### config.mk
export PLATFORM = sky130hd
export DESIGN_NAME = prio_irq_ctrl
export DESIGN_NICKNAME = d
export VERILOG_FILES = /design/src/rtl/prio_irq_pkg.sv /design/src/rtl/prio_irq_edge.sv /design/src/rtl/prio_irq_pick.sv /design/src/rtl/prio_irq_vec.sv /design/src/rtl/prio_irq_ctrl.sv
export SDC_FILE = /design/constraint.sdc
export NUM_CORES = 1
export LEC_CHECK = 0
export ABC_AREA = 1
export CAP_MARGIN = 5
export CORE_AREA = 2 2 144 146
export DETAILED_ROUTE_END_ITERATION = 8
export DIE_AREA = 0 0 146 148
export HOLD_SLACK_MARGIN = 0.15
export PLACE_DENSITY = 0.51
export SYNTH_ARGS = -nofsm -noshare
export SYNTH_HDL_FRONTEND = slang
export SYNTH_SLANG_ARGS = --single-unit
### constraint.sdc
create_clock -name clk -period 9.7 [get_ports clk]
set_input_delay 1.94 -clock clk [delete_from_list [all_inputs] [get_ports clk]]
set_output_delay 1.94 -clock clk [all_outputs]
set_load 0.01 [all_outputs]
### src/rtl/prio_irq_pkg.sv
package prio_irq_pkg;

  typedef enum logic [1:0] {
    MODE_NEST = 2'd0,
    MODE_ROT  = 2'd1,
    MODE_SPEC = 2'd2,
    MODE_POLL = 2'd3
  } prio_mode_e;

  localparam int VEC_W = 16;

  localparam logic [1:0] A_CMD   = 2'd0;
  localparam logic [1:0] A_MASK  = 2'd1;
  localparam logic [1:0] A_BASEL = 2'd2;
  localparam logic [1:0] A_BASEH = 2'd3;

  localparam logic [1:0] OP_EOI_ANY = 2'd0;
  localparam logic [1:0] OP_EOI_LVL = 2'd1;
  localparam logic [1:0] OP_SEL     = 2'd2;

endpackage

### src/rtl/prio_irq_edge.sv
module prio_irq_edge #(
  parameter int NLVL = 8
) (
  input  logic            clk,
  input  logic            rst_n,
  input  logic [NLVL-1:0] line_i,
  output logic [NLVL-1:0] rise_o
);
  for (genvar g = 0; g < NLVL; g++) begin : g_line
    logic prev_q;
    always_ff @(posedge clk) begin
      if (!rst_n) prev_q <= 1'b0;
      else        prev_q <= line_i[g];
    end
    assign rise_o[g] = line_i[g] & ~prev_q;
  end
endmodule

### src/rtl/prio_irq_pick.sv
module prio_irq_pick #(
  parameter int NLVL = 8,
  localparam int LW = $clog2(NLVL)
) (
  input  logic [NLVL-1:0] bits_i,
  input  logic [LW-1:0]   low_i,
  output logic            hit_o,
  output logic [LW-1:0]   lvl_o,
  output logic [LW-1:0]   rank_o
);
  // Rank 0 is the level just above low_i; the loop runs from the worst
  // rank down so the best hit is assigned last.
  always_comb begin
    hit_o  = 1'b0;
    lvl_o  = '0;
    rank_o = '0;
    for (int i = NLVL - 1; i >= 0; i--) begin
      logic [LW-1:0] cand;
      cand = low_i + LW'(1) + LW'(i);
      if (bits_i[cand]) begin
        hit_o  = 1'b1;
        lvl_o  = cand;
        rank_o = LW'(i);
      end
    end
  end
endmodule

### src/rtl/prio_irq_vec.sv
module prio_irq_vec #(
  parameter int NLVL = 8,
  localparam int LW = $clog2(NLVL),
  localparam int VW = prio_irq_pkg::VEC_W
) (
  input  logic [VW-1:0] base_i,
  input  logic          wide_i,
  input  logic [LW-1:0] lvl_i,
  output logic [VW-1:0] vec_o
);
  logic [VW-1:0] low_mask;
  int            step_sh;

  always_comb begin
    step_sh  = wide_i ? 3 : 2;
    low_mask = (VW'(1) << (LW + step_sh)) - VW'(1);
    vec_o    = (base_i & ~low_mask) | (VW'(lvl_i) << step_sh);
  end
endmodule

### src/rtl/prio_irq_ctrl.sv
module prio_irq_ctrl
  import prio_irq_pkg::*;
#(
  parameter int NLVL = 8
) (
  input  logic        clk,
  input  logic        rst_n,
  input  logic [7:0]  irq_in,
  input  logic        reg_wr,
  input  logic        reg_rd,
  input  logic [1:0]  reg_addr,
  input  logic [7:0]  reg_wdata,
  output logic [7:0]  reg_rdata,
  output logic        irq_out,
  input  logic        ack_req,
  output logic        vec_valid,
  input  logic        vec_ready,
  output logic [15:0] vec_data
);
  localparam int LW = $clog2(NLVL);
  localparam logic [LW-1:0] LOW_DEF = LW'(NLVL - 1);

  prio_mode_e        mode_q;
  logic              wide_q;
  logic              sel_isr_q;
  logic [LW-1:0]     low_q;
  logic [NLVL-1:0]   mask_q, irr_q, isr_q, irr_n, isr_n, rise;
  logic [VEC_W-1:0]  base_q, vec_q, vec_calc;
  logic              vec_valid_q;

  logic              p_hit, s_hit;
  logic [LW-1:0]     p_lvl, p_rank, s_lvl, s_rank;
  logic              win_ok, ack_fire, poll_fire, take;
  logic              cmd_wr, cmd_cfg, eoi_any, eoi_lvl_cmd, sel_cmd, eoi_go;
  logic [LW-1:0]     cmd_lvl, eoi_lvl;
  logic              cmd_unused;

  assign cmd_unused = reg_wdata[3];

  prio_irq_edge #(.NLVL(NLVL)) u_edge (
    .clk(clk), .rst_n(rst_n), .line_i(irq_in[NLVL-1:0]), .rise_o(rise)
  );

  prio_irq_pick #(.NLVL(NLVL)) u_pick_req (
    .bits_i(irr_q & ~mask_q), .low_i(low_q),
    .hit_o(p_hit), .lvl_o(p_lvl), .rank_o(p_rank)
  );

  prio_irq_pick #(.NLVL(NLVL)) u_pick_svc (
    .bits_i(isr_q), .low_i(low_q),
    .hit_o(s_hit), .lvl_o(s_lvl), .rank_o(s_rank)
  );

  prio_irq_vec #(.NLVL(NLVL)) u_vec (
    .base_i(base_q), .wide_i(wide_q), .lvl_i(p_lvl), .vec_o(vec_calc)
  );

  // Priority resolution and acknowledge
  assign win_ok    = p_hit && (!s_hit || (p_rank < s_rank));
  assign irq_out   = win_ok && (mode_q != MODE_POLL) && !vec_valid_q;
  assign ack_fire  = ack_req && irq_out;
  assign poll_fire = reg_rd && (reg_addr == A_CMD) && (mode_q == MODE_POLL) && p_hit;
  assign take      = ack_fire || poll_fire;

  // Command decode
  assign cmd_wr      = reg_wr && (reg_addr == A_CMD);
  assign cmd_cfg     = cmd_wr && reg_wdata[7];
  assign cmd_lvl     = reg_wdata[4 +: LW];
  assign eoi_any     = cmd_wr && !reg_wdata[7] && (reg_wdata[1:0] == OP_EOI_ANY);
  assign eoi_lvl_cmd = cmd_wr && !reg_wdata[7] && (reg_wdata[1:0] == OP_EOI_LVL);
  assign sel_cmd     = cmd_wr && !reg_wdata[7] && (reg_wdata[1:0] == OP_SEL);
  assign eoi_lvl     = eoi_any ? s_lvl : cmd_lvl;
  assign eoi_go      = (eoi_any && s_hit) || (eoi_lvl_cmd && isr_q[cmd_lvl]);

  always_comb begin
    isr_n = isr_q;
    if (eoi_go) isr_n[eoi_lvl] = 1'b0;
    if (take)   isr_n[p_lvl]   = 1'b1;
    irr_n = irr_q;
    if (take)   irr_n[p_lvl]   = 1'b0;
    irr_n = irr_n | rise;
  end

  always_ff @(posedge clk) begin
    if (!rst_n) begin
      mode_q      <= MODE_NEST;
      wide_q      <= 1'b0;
      sel_isr_q   <= 1'b0;
      low_q       <= LOW_DEF;
      mask_q      <= '0;
      base_q      <= '0;
      irr_q       <= '0;
      isr_q       <= '0;
      vec_valid_q <= 1'b0;
      vec_q       <= '0;
    end else begin
      irr_q <= irr_n;
      isr_q <= isr_n;
      if (reg_wr) begin
        case (reg_addr)
          A_MASK:  mask_q       <= reg_wdata[NLVL-1:0];
          A_BASEL: base_q[7:0]  <= reg_wdata;
          A_BASEH: base_q[15:8] <= reg_wdata;
          default: ;
        endcase
      end
      if (cmd_cfg) begin
        mode_q <= prio_mode_e'(reg_wdata[1:0]);
        wide_q <= reg_wdata[2];
        low_q  <= (prio_mode_e'(reg_wdata[1:0]) == MODE_SPEC) ? cmd_lvl : LOW_DEF;
      end else if (eoi_go && mode_q == MODE_ROT) begin
        low_q <= eoi_lvl;
      end
      if (sel_cmd) sel_isr_q <= reg_wdata[2];
      if (vec_valid_q && vec_ready) vec_valid_q <= 1'b0;
      if (ack_fire) begin
        vec_valid_q <= 1'b1;
        vec_q       <= vec_calc;
      end
    end
  end

  always_comb begin
    reg_rdata = '0;
    case (reg_addr)
      A_CMD: begin
        if (mode_q == MODE_POLL) begin
          reg_rdata[7]    = p_hit;
          reg_rdata[LW-1:0] = p_lvl;
        end else if (sel_isr_q) begin
          reg_rdata[NLVL-1:0] = isr_q;
        end else begin
          reg_rdata[NLVL-1:0] = irr_q;
        end
      end
      A_MASK:  reg_rdata[NLVL-1:0] = mask_q;
      A_BASEL: reg_rdata = base_q[7:0];
      default: reg_rdata = base_q[15:8];
    endcase
  end

  assign vec_valid = vec_valid_q;
  assign vec_data  = vec_q;

endmodule

== Word-level counts from Yosys, hierarchy flattened ==
Index checks and enable logic that the tools add are counted.

* Bits in registers: 72
* Output and inout bits: 26

* $add $sub $neg: 10
* Magnitude comparators: 14
* Eq/ne operators: 8
* Shifts and indexed selects: 2
* Multiplexer cells: 101
* Bitwise operators: 27
* Reductions and logical operators: 32

{| class="wikitable"
|+ Operators by type and width
! cell !! count
|-
| two-way mux 3 bit || 37
|-
| binary-select mux 1 bit (select 3 bit) || 17
|-
| < comparator 3 x 4 -> 1 bit, second input constant || 11
|-
| two-way mux 1 bit || 39
|-
| adder 3 x 32 -> 32 bit, first input constant || 1
|-
| two-way mux 8 bit || 4
|-
| left shift 1 x 32 -> 16 bit, first input constant || 1
|-
| left shift 3 x 32 -> 16 bit || 1
|-
| bitwise AND 8 bit || 3
|-
| NOT 8 bit || 3
|-
| case mux 8 bit (3 select lines) || 1
|-
| logical AND 1 bit || 19
|-
| bitwise AND 16 bit || 1
|-
| NOT 16 bit || 1
|-
| bitwise OR 16 bit || 1
|-
| bitwise OR 8 bit || 2
|-
| subtractor 16 x 2 -> 16 bit, second input constant || 1
|-
| adder 3 bit, second input constant || 4
|-
| bitwise AND 1 bit || 8
|-
| equality test 2 bit, second input constant || 4
|-
| NOT 1 bit || 8
|-
| adder 3 x 1 -> 3 bit, second input constant || 2
|-
| adder 3 x 2 -> 3 bit, second input constant || 2
|-
| demux 1 bit (select 3 bit) || 2
|-
| 10 further kinds || 21
|}

== Depth between registers and ports, before layout ==
Gate-level depths: netlist (run 1).

* Depth after elaboration: 22
* Mapped depth: 29
* Gate-level depth less buffers: 24

== By module ==
A second synthesis (run 1) with hierarchy kept.

* Cells, all modules: 932
* Area total of the unflattened synthesis: 5,411.4 um^2

{| class="wikitable"
|+ By module, submodules not included
! module !! times used !! cells an instance !! area an instance (um^2)
|-
| prio_irq_ctrl || 1 || 476 || 3,228.1
|-
| prio_irq_pick || 2 || 195 || 879.6
|-
| prio_irq_edge || 1 || 41 || 285.3
|-
| prio_irq_vec || 1 || 25 || 138.9
|}

== Least setup slack after synthesis (run 1) ==
No wires, ideal clock.

* Kind: register to output
* Start: register low_q[0]
* End: output port irq_out
* Data arrival time: 2.817 ns
* Path slack: 4.943 ns
* Cell stages (with the launch flop): 19
* Buffers on the path: 4
* Path through: dfxtp_1 -> buf_6 -> inv_4 -> buf_6 -> ha_1 -> buf_6 -> inv_4 -> buf_4 -> nand3_1 -> nand2_2 -> nor2_2 -> nor2_2 -> inv_2 -> nor4_2 -> nand2_1 -> ha_1 -> a21oi_1 -> nand2_2 -> a21boi_0

* Cells in the longest elaborated chain, start to end: 17

{| class="wikitable"
|+ Ends and longest elaborated chain
! item !! line !! text
|-
| start: declaration || prio_irq_ctrl.sv:26 || <nowiki>logic [LW-1:0] low_q;</nowiki>
|-
| start signal: assignment || prio_irq_ctrl.sv:110 || <nowiki>low_q <= (prio_mode_e'(reg_wdata[1:0]) == MODE_SPEC) ? cmd_lvl : LOW_DEF;</nowiki>
|-
| start signal: assignment || prio_irq_ctrl.sv:112 || <nowiki>low_q <= eoi_lvl;</nowiki>
|-
| adder 3 x 1 -> 3 bit * || prio_irq_pick.sv:19 || <nowiki>cand = low_i + LW'(1) + LW'(i);</nowiki>
|-
| adder 3 bit || prio_irq_pick.sv:19 ||
|-
| binary-select mux 1 bit (select 3 bit) || prio_irq_pick.sv:20 || <nowiki>if (bits_i[cand]) begin</nowiki>
|-
| two-way mux 1 bit (implied by the code) || prio_irq_pick.sv:20 ||
|-
| two-way mux 3 bit / two-way mux 1 bit (equally long branches) (8 in a row) || prio_irq_pick.sv:20 ||
|-
| < comparator 3 bit / logical NOT 1 bit (equally long branches) || prio_irq_ctrl.sv:59 || <nowiki>assign win_ok = p_hit && (!s_hit || (p_rank < s_rank));</nowiki>
|-
| logical OR 1 bit || prio_irq_ctrl.sv:59 ||
|-
| logical AND 1 bit * || prio_irq_ctrl.sv:59 ||
|-
| logical AND 1 bit * (2 in a row) || prio_irq_ctrl.sv:60 || <nowiki>assign irq_out = win_ok && (mode_q != MODE_POLL) && !vec_valid_q;</nowiki>
|-
| end: declaration || prio_irq_ctrl.sv:14 || <nowiki>output logic irq_out,</nowiki>
|}

Mark *: on every way between the ends. The rest lies on a longest branch, timed or not. The select of a mux whose other input is x is not followed.

== Final worst setup path (run 1) ==
* Start: register low_q[0]
* End: output port reg_rdata[1]

* Cells in the longest elaborated chain, start to end: 14

{| class="wikitable"
|+ Ends and longest elaborated chain
! item !! line !! text
|-
| adder 3 x 1 -> 3 bit * || prio_irq_pick.sv:19 ||
|-
| adder 3 bit || prio_irq_pick.sv:19 ||
|-
| binary-select mux 1 bit (select 3 bit) || prio_irq_pick.sv:20 ||
|-
| two-way mux 1 bit (implied by the code) || prio_irq_pick.sv:20 ||
|-
| two-way mux 3 bit (7 in a row) || prio_irq_pick.sv:20 ||
|-
| two-way mux 3 bit * || prio_irq_pick.sv:20 ||
|-
| two-way mux 3 bit * || prio_irq_ctrl.sv:127 || <nowiki>if (mode_q == MODE_POLL) begin</nowiki>
|-
| case mux 8 bit (3 select lines) * || prio_irq_ctrl.sv:125 || <nowiki>case (reg_addr)</nowiki>
|-
| end: declaration || prio_irq_ctrl.sv:13 || <nowiki>output logic [7:0] reg_rdata,</nowiki>
|}

Marked as above.

==> results.yml, run 1 <==
cts:
  cts_resized: 0
  clock_latency_ps: 340
  ctsHtreeMaxLevel: 3
  cts_tree: "yes"
  root_buffer: "clkbuf_16"
  clk_pin_slew_worst_paths_ps: 60
  clock-sinks: 70
  cts-buffers-inserted: 9
  cts_buffer_depth: 2
  postCtsHoldBufs: 0
  cts_setup_buffers: 0
grt:
  grt_pass1_vias: 4958
  antenna_found_initial: 0
  grt_pass1_wl_um: 26500
  gr-total-overflow: 0
  grt_start_max_net_pins: 38
  grt.total_usage_pct: 15.6
critical_path:
  crit_cells: 20
  critical_path.endpoint_type: "primary output"
  r2r_cells: 20
  path_common_cell: "nand2_1"
  crit_arrival_ps: 4410
  critPathMaxStageDelay_ps: 620
  crit_chain: "inv_4, ha_1, inv_4, nand2_1, nand2_1, nand3_1, nand3_1, nand2_2, nor2_2, nand3_1, nand2_1, nand2_1, nand2_1, nand2_1, nand2_1, nand2_1, nand2_2, nand3_1, a32oi_1, clkdlybuf4s50_1"
  crit_slowest_cell: "ha_1"
  critPathCapture: "reg_rdata[1]"
  crit_path_max_fanout: 23
  startpoint: "low_q[0]"
  critPathBufInv: 3
  r2r_start: "low_q[0]"
  cp_top_family: "simple AND/OR/NAND/NOR gates"
  crit_type: "reg -> out"
  reg2reg_to: "irr_q[0]"
  cp.required_ps: 7760
  cp-start-kind: "register"
  rrSetupSlack_ps: 5430
placement:
  dpl_worst_slack_ps: 3550
  gp_congestion: 0.854
  dp_hpwl_um: 12700
  portBuffers: 47
synth:
  ys_seq_area_share_pct: 28.2
  ys_ff_latch: 70
  synth_top_area_share_pct: 28.2
  ys_warn_count: 0
  synth_edf_count: 0
  synthArstFlopShare_pct: 0
  netlist_area_mm2: 0.00496
  synth_top_flop_cell: "dfxtp_1"
  yosysTopAreaCell: "dfxtp_1"
  synthTopCellsByArea: "dfxtp_1 28%, nand2_1 22%, nand3_1 11%"
  ys_types: 39
  syn_avg_cell_area_um2: 6.00
  synthCells: 827
timing:
  slew_headroom_pct: 47.2
  finalHoldViolCount: 0
  fmax_mhz: 157
  skew_ps: 10.8
  layout_setup_ws_ps: 3350
  rsz0062_at_grt: "no"
  drv_slew: 0
  min_period_ps: 6350
  finalSetupTns_ps: 0
  min_period_over_period_pct: 65.5
  worst_pin_slew_ps: 789
  report.final.setup_viol: 0
drt:
  wl_per_cell_um: 14.6
  num_vias: 5270
  drt_iter0_drc: 465
  drc: 0
  drt_first_pass_iters: 5
  viasPerCell: 4.66
  detail_route.wirelength_um: 16500
  antenna_left: 0
hold_path:
  hold_start: "base_q[0]"
  holdCritPathClass: "reg -> reg"
  holdPathStages: 2
die:
  die_h_um: 148
  die-width_um: 146
  core_mm2: 0.0200
  rows: 52
  ios: 50
  die-area_mm2: 0.0216
  start_util_pct: 24.8
layout:
  syn_to_final_growth_pct: 18.1
  final_cell_mix: "291 x nand2_1, 106 x nand3_1, 82 x inv_1, 70 x dfxtp_1, 67 x a21oi_1"
  finalNetCount: 884
  antennaDiodeCount: 0
  layout_commonest_cell: "nand2_1"
  drive_gt1_share_pct: 8.83
flow_run:
  cap_violations: 0
pwr:
  power.total_w: 0.00120
  p_leak_nw: 2.61
  internal-power_w: 0.000670
  peakVddDrop_mv: 0.0972
  swShare_pct: 44.1
  comb_power_share_pct: 45.7
  seqPwrFrac_pct: 28.6
  p_sw_w: 0.000529
  power_density_mw_per_mm2: 205
  pwr-share-clk_pct: 25.7
run_status:
  status: "complete, no violations"
registers in the layout, indices dropped and copies added (netlist names):
signal	flops
sel_isr_q	1
u_edge.g_line.prev_q	8
low_q	3
isr_q	8
mode_q	2
irr_q	8
vec_data	14
wide_q	1
mask_q	8
base_q	16
vec_valid	1
layout make-up:
class	instances	area, µm²
Fill cell	2341	14200
Clock inverter	6	47.5
Clock buffer	10	229
Sequential cell	70	1400
Inverter	93	357
Tap cell	270	338
Multi-Input combinational cell	632	2990
Timing Repair Buffer	50	493
logic make-up after synthesis:
| family | synth area share [%] |
|---|---|
| AOI/OAI and AO/OA | 15.3 |
| and+or+nand+nor | 43.9 |
| DFF | 28.2 |
| adders and majority gates | 1.01 |
| buffers and inverters | 11.5 |
| other | 0.0756 |
power groups by stage:
stage	sequential, W	clock [W]	combinational, W
detailed placement	0.000349	0	0.000547
floorplan	0.000343	0	0.000401
finish	0.000343	0.000308	0.000548
CTS	0.000343	0.000315	0.000549
global placement	0.000349	0	0.000546
global route	0.000347	0.000325	0.000623
worst register-to-register path: cells and delay by family, from the launching register on:
kind | cells | cell delay (ps)
and+or+nand+nor | 14 | 2130
adders and majority gates | 2 | 890
buffers and inverters | 2 | 450
DFF | 1 | 370
AOI/OAI and AO/OA | 2 | 330
how the worst min path moves through the flow:
stage / to / slack [ps]
global route: base_q[0] / 480
global placement: base_q[0] / 450
CTS: base_q[0] / 470
finish: base_q[0] / 460
floorplan: base_q[0] / 430
detailed placement: base_q[0] / 460
metrics by stage:
stage	util [%]	area, µm²	std cells	hold WS [ps]
CTS	29.2	5860	1131	465
global route	29.2	5860	1131	482
finish	29.2	5860	1131	459
detailed placement	27.9	5580	1115	456
floorplan	-	4960	828	430
global placement	27.9	5580	1115	450
Yosys cell counts (6+ instances only):
cell type  count
a21oi_1       67
buf_4          7
buf_6          8
clkbuf_1      12
dfxtp_1       70
inv_1         82
nand2_1      291
nand2_2       18
nand3_1      106
nor2_1        39
nor2_2         7
o2111ai_1      6
o21ai_0       42
or2_2          8
routing by layer:
layer  track usage (%)  routed length [µm]
met4              5.24                 260
met1              22.3                8380
met3              2.13                 787
met5                 0                   0
met2              24.0                7090
(Power assumes the default switching activity.)
==> run 2, diff against run 1 <==
- PLACE_DENSITY: 0.51 -> 0.53
- clock period: 9.7 -> 5.3 ns (I/O delays scaled with it)
==> run 2 against run 1 <==
Net effect:
- worst setup slack worse by 3000 ps
- clock-buffer cell count is 1 lower
- utilization rose by 0.38 points
- cell count grew 0.18%
- combinational power grew 82%
- sequential power increased by 83%
- power increased by 92%
- largest power group unchanged
==> results.yml, run 2 (synthesis results as in run 1) <==
run_status:
  status: "complete, no violations"
die:
  die_h_um: 148
  start_util_pct: 24.8
  ios: 50
  core_mm2: 0.0200
  die-area_mm2: 0.0216
  die-width_um: 146
  rows: 52
layout:
  final_cell_mix: "290 x nand2_1, 106 x nand3_1, 82 x inv_1, 70 x dfxtp_1, 67 x a21oi_1"
  antennaDiodeCount: 0
  syn_to_final_growth_pct: 19.6
  final_area_mm2: 0.00593
  final_util_pct: 29.6
  regMostFlops: "base_q"
  finalNetCount: 886
  drive_gt1_share_pct: 9.27
  layout_commonest_cell: "nand2_1"
  largest_reg_flops: 16
critical_path:
  cp-start-kind: "register"
  path_common_cell: "nand2_1"
  cp.required_ps: 4240
  crit_type: "reg -> out"
  critPathMaxStageDelay_ps: 580
  crit_arrival_ps: 3860
  critical_path.endpoint_type: "primary output"
  crit_chain: "inv_4, ha_1, inv_4, nand2_1, nand2_2, nand3_1, nand3_1, nand2_2, nor2_2, nand3_1, nand2_1, nand2_1, nand2_1, nand2_1, nand2_1, nand2_1, nand2_2, nand3_1, a32oi_1, clkdlybuf4s50_1"
  startpoint: "low_q[0]"
  crit_slowest_cell: "clkdlybuf4s50_1"
  r2r_start: "low_q[0]"
  crit_path_max_fanout: 23
hold_path:
  holdCritPathClass: "reg -> reg"
  hold_start: "base_q[0]"
drt:
  drt_first_pass_iters: 5
  num_vias: 5292
  detail_route.wirelength_um: 16400
  wl_per_cell_um: 14.5
  viasPerCell: 4.67
  drc: 0
  antenna_left: 0
  drt_iter0_drc: 390
timing:
  finalHoldViolCount: 0
  report.final.setup_viol: 0
  drv_slew: 0
  rsz0062_at_grt: "no"
  slew_headroom_pct: 52.0
  min_period_ps: 4920
  fmax_mhz: 203
  whs_ps: 465
  worst_pin_slew_ps: 719
  skew_ps: 10.8
  finalSetupTns_ps: 0
  min_period_over_period_pct: 92.8
cts:
  cts_tree: "yes"
  clk_pin_slew_worst_paths_ps: 60
  cts-buffers-inserted: 9
  ctsHtreeMaxLevel: 3
  root_buffer: "clkbuf_16"
  clock_latency_ps: 340
  clock-sinks: 70
  cts_buffer_depth: 2
  postCtsHoldBufs: 0
pwr:
  p_sw_w: 0.000975
  p_leak_nw: 2.65
  comb_power_share_pct: 43.5
  pwr-share-clk_pct: 29.1
  internal-power_w: 0.00133
  swShare_pct: 42.4
  power_density_mw_per_mm2: 388
  power.total_w: 0.00230
  peakVddDrop_mv: 0.190
  seqPwrFrac_pct: 27.4
grt:
  grt_pass1_wl_um: 26600
  gr-total-overflow: 0
  grt_pass1_vias: 4933
  grt.total_usage_pct: 15.4
  antenna_found_initial: 0
  grt_start_max_net_pins: 38
placement:
  dpl_cell_area_mm2: 0.00560
  portBuffers: 47
  gp_congestion: 0.906
  dp_hpwl_um: 12700
flow_run:
  cap_violations: 0
## run 2: timing repair
item | 4_1_cts | 5_1_grt
resized for setup | 0 | 2
setup endpoints to repair | 0 | 3
setup buffers | 0 | 0
## run 2: area by class of cell
class | count | area, µm²
tap | 270 | 338
sequential | 70 | 1400
fill | 2312 | 14100
clock buffer | 9 | 225
multi-input combinational | 632 | 3000
timing repair buffer | 52 | 508
clock inverter | 7 | 105
inverter | 93 | 357
## run 2: critical path: cells and delay by family (launching register included)
kind | cells | cell delay, ps
flops | 1 | 370
fa+ha+maj | 1 | 440
simple gates | 15 | 1550
buf+inv | 3 | 900
compound gates | 1 | 250
## run 2: power by group through the flow
| stage | Combinational (W) | Clock, W | Sequential [W] |
|---|---|---|---|
| 3_5_place_dp | 0.000992 | 0 | 0.000639 |
| 2_1_floorplan | 0.000733 | 0 | 0.000627 |
| 4_1_cts | 0.000996 | 0.000685 | 0.000627 |
| 6_report | 0.00100 | 0.000669 | 0.000629 |
| 5_1_grt | 0.00114 | 0.000704 | 0.000637 |
| 3_3_place_gp | 0.000990 | 0 | 0.000640 |
## run 2: final timing paths
kind / cells after the start / slack, ps / to
max reg2reg: 20 / 1520 / irr_q[4]
min: 2 / 470 / base_q[0]
min reg2reg: 2 / 470 / base_q[0]
max: 20 / 380 / reg_rdata[1]
## run 2: per-stage QoR
step                worst slack, ps  instances
detailed placement              596       1117
global route                   23.5       1133
CTS                             246       1133
floorplan                      1420        828
global placement                658       1117
finish                          380       1133
## run 2: metal layers
metal  wire length (µm)  vias up  GRT usage [%]
met3                991       20           2.99
met1               8030     2366           21.9
met4                314        0           5.15
met5                  0        -              0
li1                   -     2728              -
met2               7060      178           23.4
==> run 3, diff against run 2 <==
- ABC_AREA: 1 -> default
- CORE_AREA: 2 2 144 146 -> 2 2 150 152
- DIE_AREA: 0 0 146 148 -> 0 0 152 154
- PLACE_DENSITY: 0.53 -> 0.52
==> run 3 against run 2 <==
Net effect:
- area after synthesis up 8.8%
- sequential power increased by 0.6%
- register-to-register slack worse by 560 ps
==> results.yml, run 3 <==
run_status:
  status: "complete, no violations"
pwr:
  p_leak_nw: 2.58
  power.total_w: 0.00236
  power_density_mw_per_mm2: 353
  peakVddDrop_mv: 0.173
timing:
  skew_ps: 5.60
  rsz0062_at_grt: "no"
  fmax_mhz: 196
  drv_slew: 0
  min_period_over_period_pct: 96.2
  layout_setup_ws_ps: 202
  report.final.setup_viol: 0
  finalHoldViolCount: 0
  finalSetupTns_ps: 0
  slew_headroom_pct: 51.1
  worst_pin_slew_ps: 733
  min_period_ps: 5100
synth:
  ys_warn_count: 0
  post-synth-top-count-cell: "dfxtp_1"
  synth_top_flop_cell: "dfxtp_1"
  synth_common_cells: "70 x dfxtp_1, 66 x mux2i_1, 61 x nor2_1, 56 x nand2_1, 40 x a21oi_1"
  yosysTopAreaCell: "dfxtp_1"
  synthCells: 617
  synth_top_area_share_pct: 26.0
  synth_edf_count: 0
  syn_avg_cell_area_um2: 8.74
  ys_types: 75
  ys_ff_latch: 70
  netlist_area_mm2: 0.00540
  synthTopCellsByArea: "dfxtp_1 26%, mux2i_1 12%, mux4_2 11%"
  ys_seq_area_share_pct: 26.0
  synthArstFlopShare_pct: 0
critical_path:
  startpoint: "low_q[0]"
  crit_arrival_ps: 4040
  r2r_start: "low_q[0]"
  crit_chain: "inv_6, ha_4, buf_6, mux4_2, mux2_2, nor2_2, nand3_1, ha_1, a221o_1, a2111oi_4, a21o_2, clkdlybuf4s50_1"
  critical_path.endpoint_type: "primary output"
  cp-start-kind: "register"
  critPathMaxStageDelay_ps: 590
  crit_slowest_cell: "mux4_2"
  cp.required_ps: 4240
  crit_type: "reg -> out"
  crit_path_max_fanout: 11
layout:
  antennaDiodeCount: 0
  syn_to_final_growth_pct: 24.0
  final_area_mm2: 0.00669
  final_util_pct: 30.9
  layout_commonest_cell: "dfxtp_1"
  drive_gt1_share_pct: 17.0
  finalNetCount: 695
  regMostFlops: "base_q"
  final_cell_mix: "68 x dfxtp_1, 63 x mux2i_1, 60 x nor2_1, 56 x nand2_1, 46 x clkdlybuf4s50_1"
  largest_reg_flops: 16
die:
  die_h_um: 154
  rows: 54
  die-area_mm2: 0.0234
  start_util_pct: 24.9
  ios: 50
  die-width_um: 152
  core_mm2: 0.0217
drt:
  antenna_left: 0
  viasPerCell: 5.37
  drt_first_pass_iters: 5
  num_vias: 5103
  drt_iter0_drc: 448
  wl_per_cell_um: 18.3
  detail_route.wirelength_um: 17400
  drc: 0
hold_path:
  holdCritPathClass: "reg -> reg"
  hold_start: "vec_data[8]"
cts:
  clock-sinks: 70
  ctsHtreeMaxLevel: 3
  clock_latency_ps: 340
  cts_buffer_depth: 2
  cts-buffers-inserted: 9
  root_buffer: "clkbuf_16"
  clk_pin_slew_worst_paths_ps: 60
  postCtsHoldBufs: 0
  cts_tree: "yes"
flow_run:
  cap_violations: 0
grt:
  grt_pass1_vias: 4866
  grt.total_usage_pct: 14.7
  antenna_found_initial: 0
  use_met3_pct: 2.68
  grt_busiest_layer: "met2"
  grt_pass1_wl_um: 27500
  gr-total-overflow: 0
  grt_start_max_net_pins: 52
  met2_usage_pct: 22.7
  use_met1_pct: 20.5
placement:
  portBuffers: 47
  dpl_cell_area_mm2: 0.00620
  dp_hpwl_um: 12900
  gp_congestion: 0.905
  dpl_worst_slack_ps: 127
-- run 3: repair_timing --
action,4_1_cts,5_1_grt
buffers inserted,1,4
setup endpoints to repair,1,1
pin swaps,1,2
resized for setup,3,25
-- run 3: cells by family after synthesis --
group	Yosys count	share of synthesized area (%)
other	1	0.0695
AOI/OAI and AO/OA	164	21.1
and+or+nand+nor	212	19.3
adders and majority gates	4	0.928
DFF	70	26.0
muxes	104	25.7
buffers and inverters	55	5.24
xor gates and xnor gates	7	1.69
-- run 3: path summary, 6_finish.rpt --
check                     end  slack, ps  cells past startpoint
setup / recovery      irq_out        200                     12
setup reg to reg  vec_data[7]        960                     15
hold / removal    vec_data[8]        450                      2
hold reg to reg   vec_data[8]        450                      2
-- run 3: critical path: cells and delay by family, from the launching register on --
family	cells	cell delay, ps
muxes	2	920
AOI/OAI and AO/OA	3	780
buffers and inverters	3	760
adders and majority gates	2	610
DFF	1	390
and+or+nand+nor	2	240
-- run 3: final cells by class --
type	instances	area (µm²)
clock buffers	9	225
clock inverters	6	87.6
fillers	2263	15000
inverters	12	50.0
multi-input cells	493	3830
flip-flops and latches	70	1410
well taps	280	350
repair buffers	81	741
-- run 3: power by group --
part	internal (W)	switching (W)	leakage (nW)	total (W)
clock	0.000409	0.000240	0.155	0.000649
combinational	0.000481	0.000601	1.86	0.00108
sequential	0.000573	0.0000598	0.571	0.000633
-- run 3: per-stage QoR --
step / std cells / hold slack, ps
after floorplan: 618 / 444
after global placement: 931 / 445
after detailed placement: 931 / 448
after CTS: 947 / 456
after global routing: 951 / 488
final: 951 / 455
-- run 3: metal layers --
metal | vias up | routed length, µm
li1 | 2422 | -
met1 | 2493 | 8250
met2 | 164 | 7780
met3 | 24 | 968
met4 | 0 | 371
met5 | - | 0
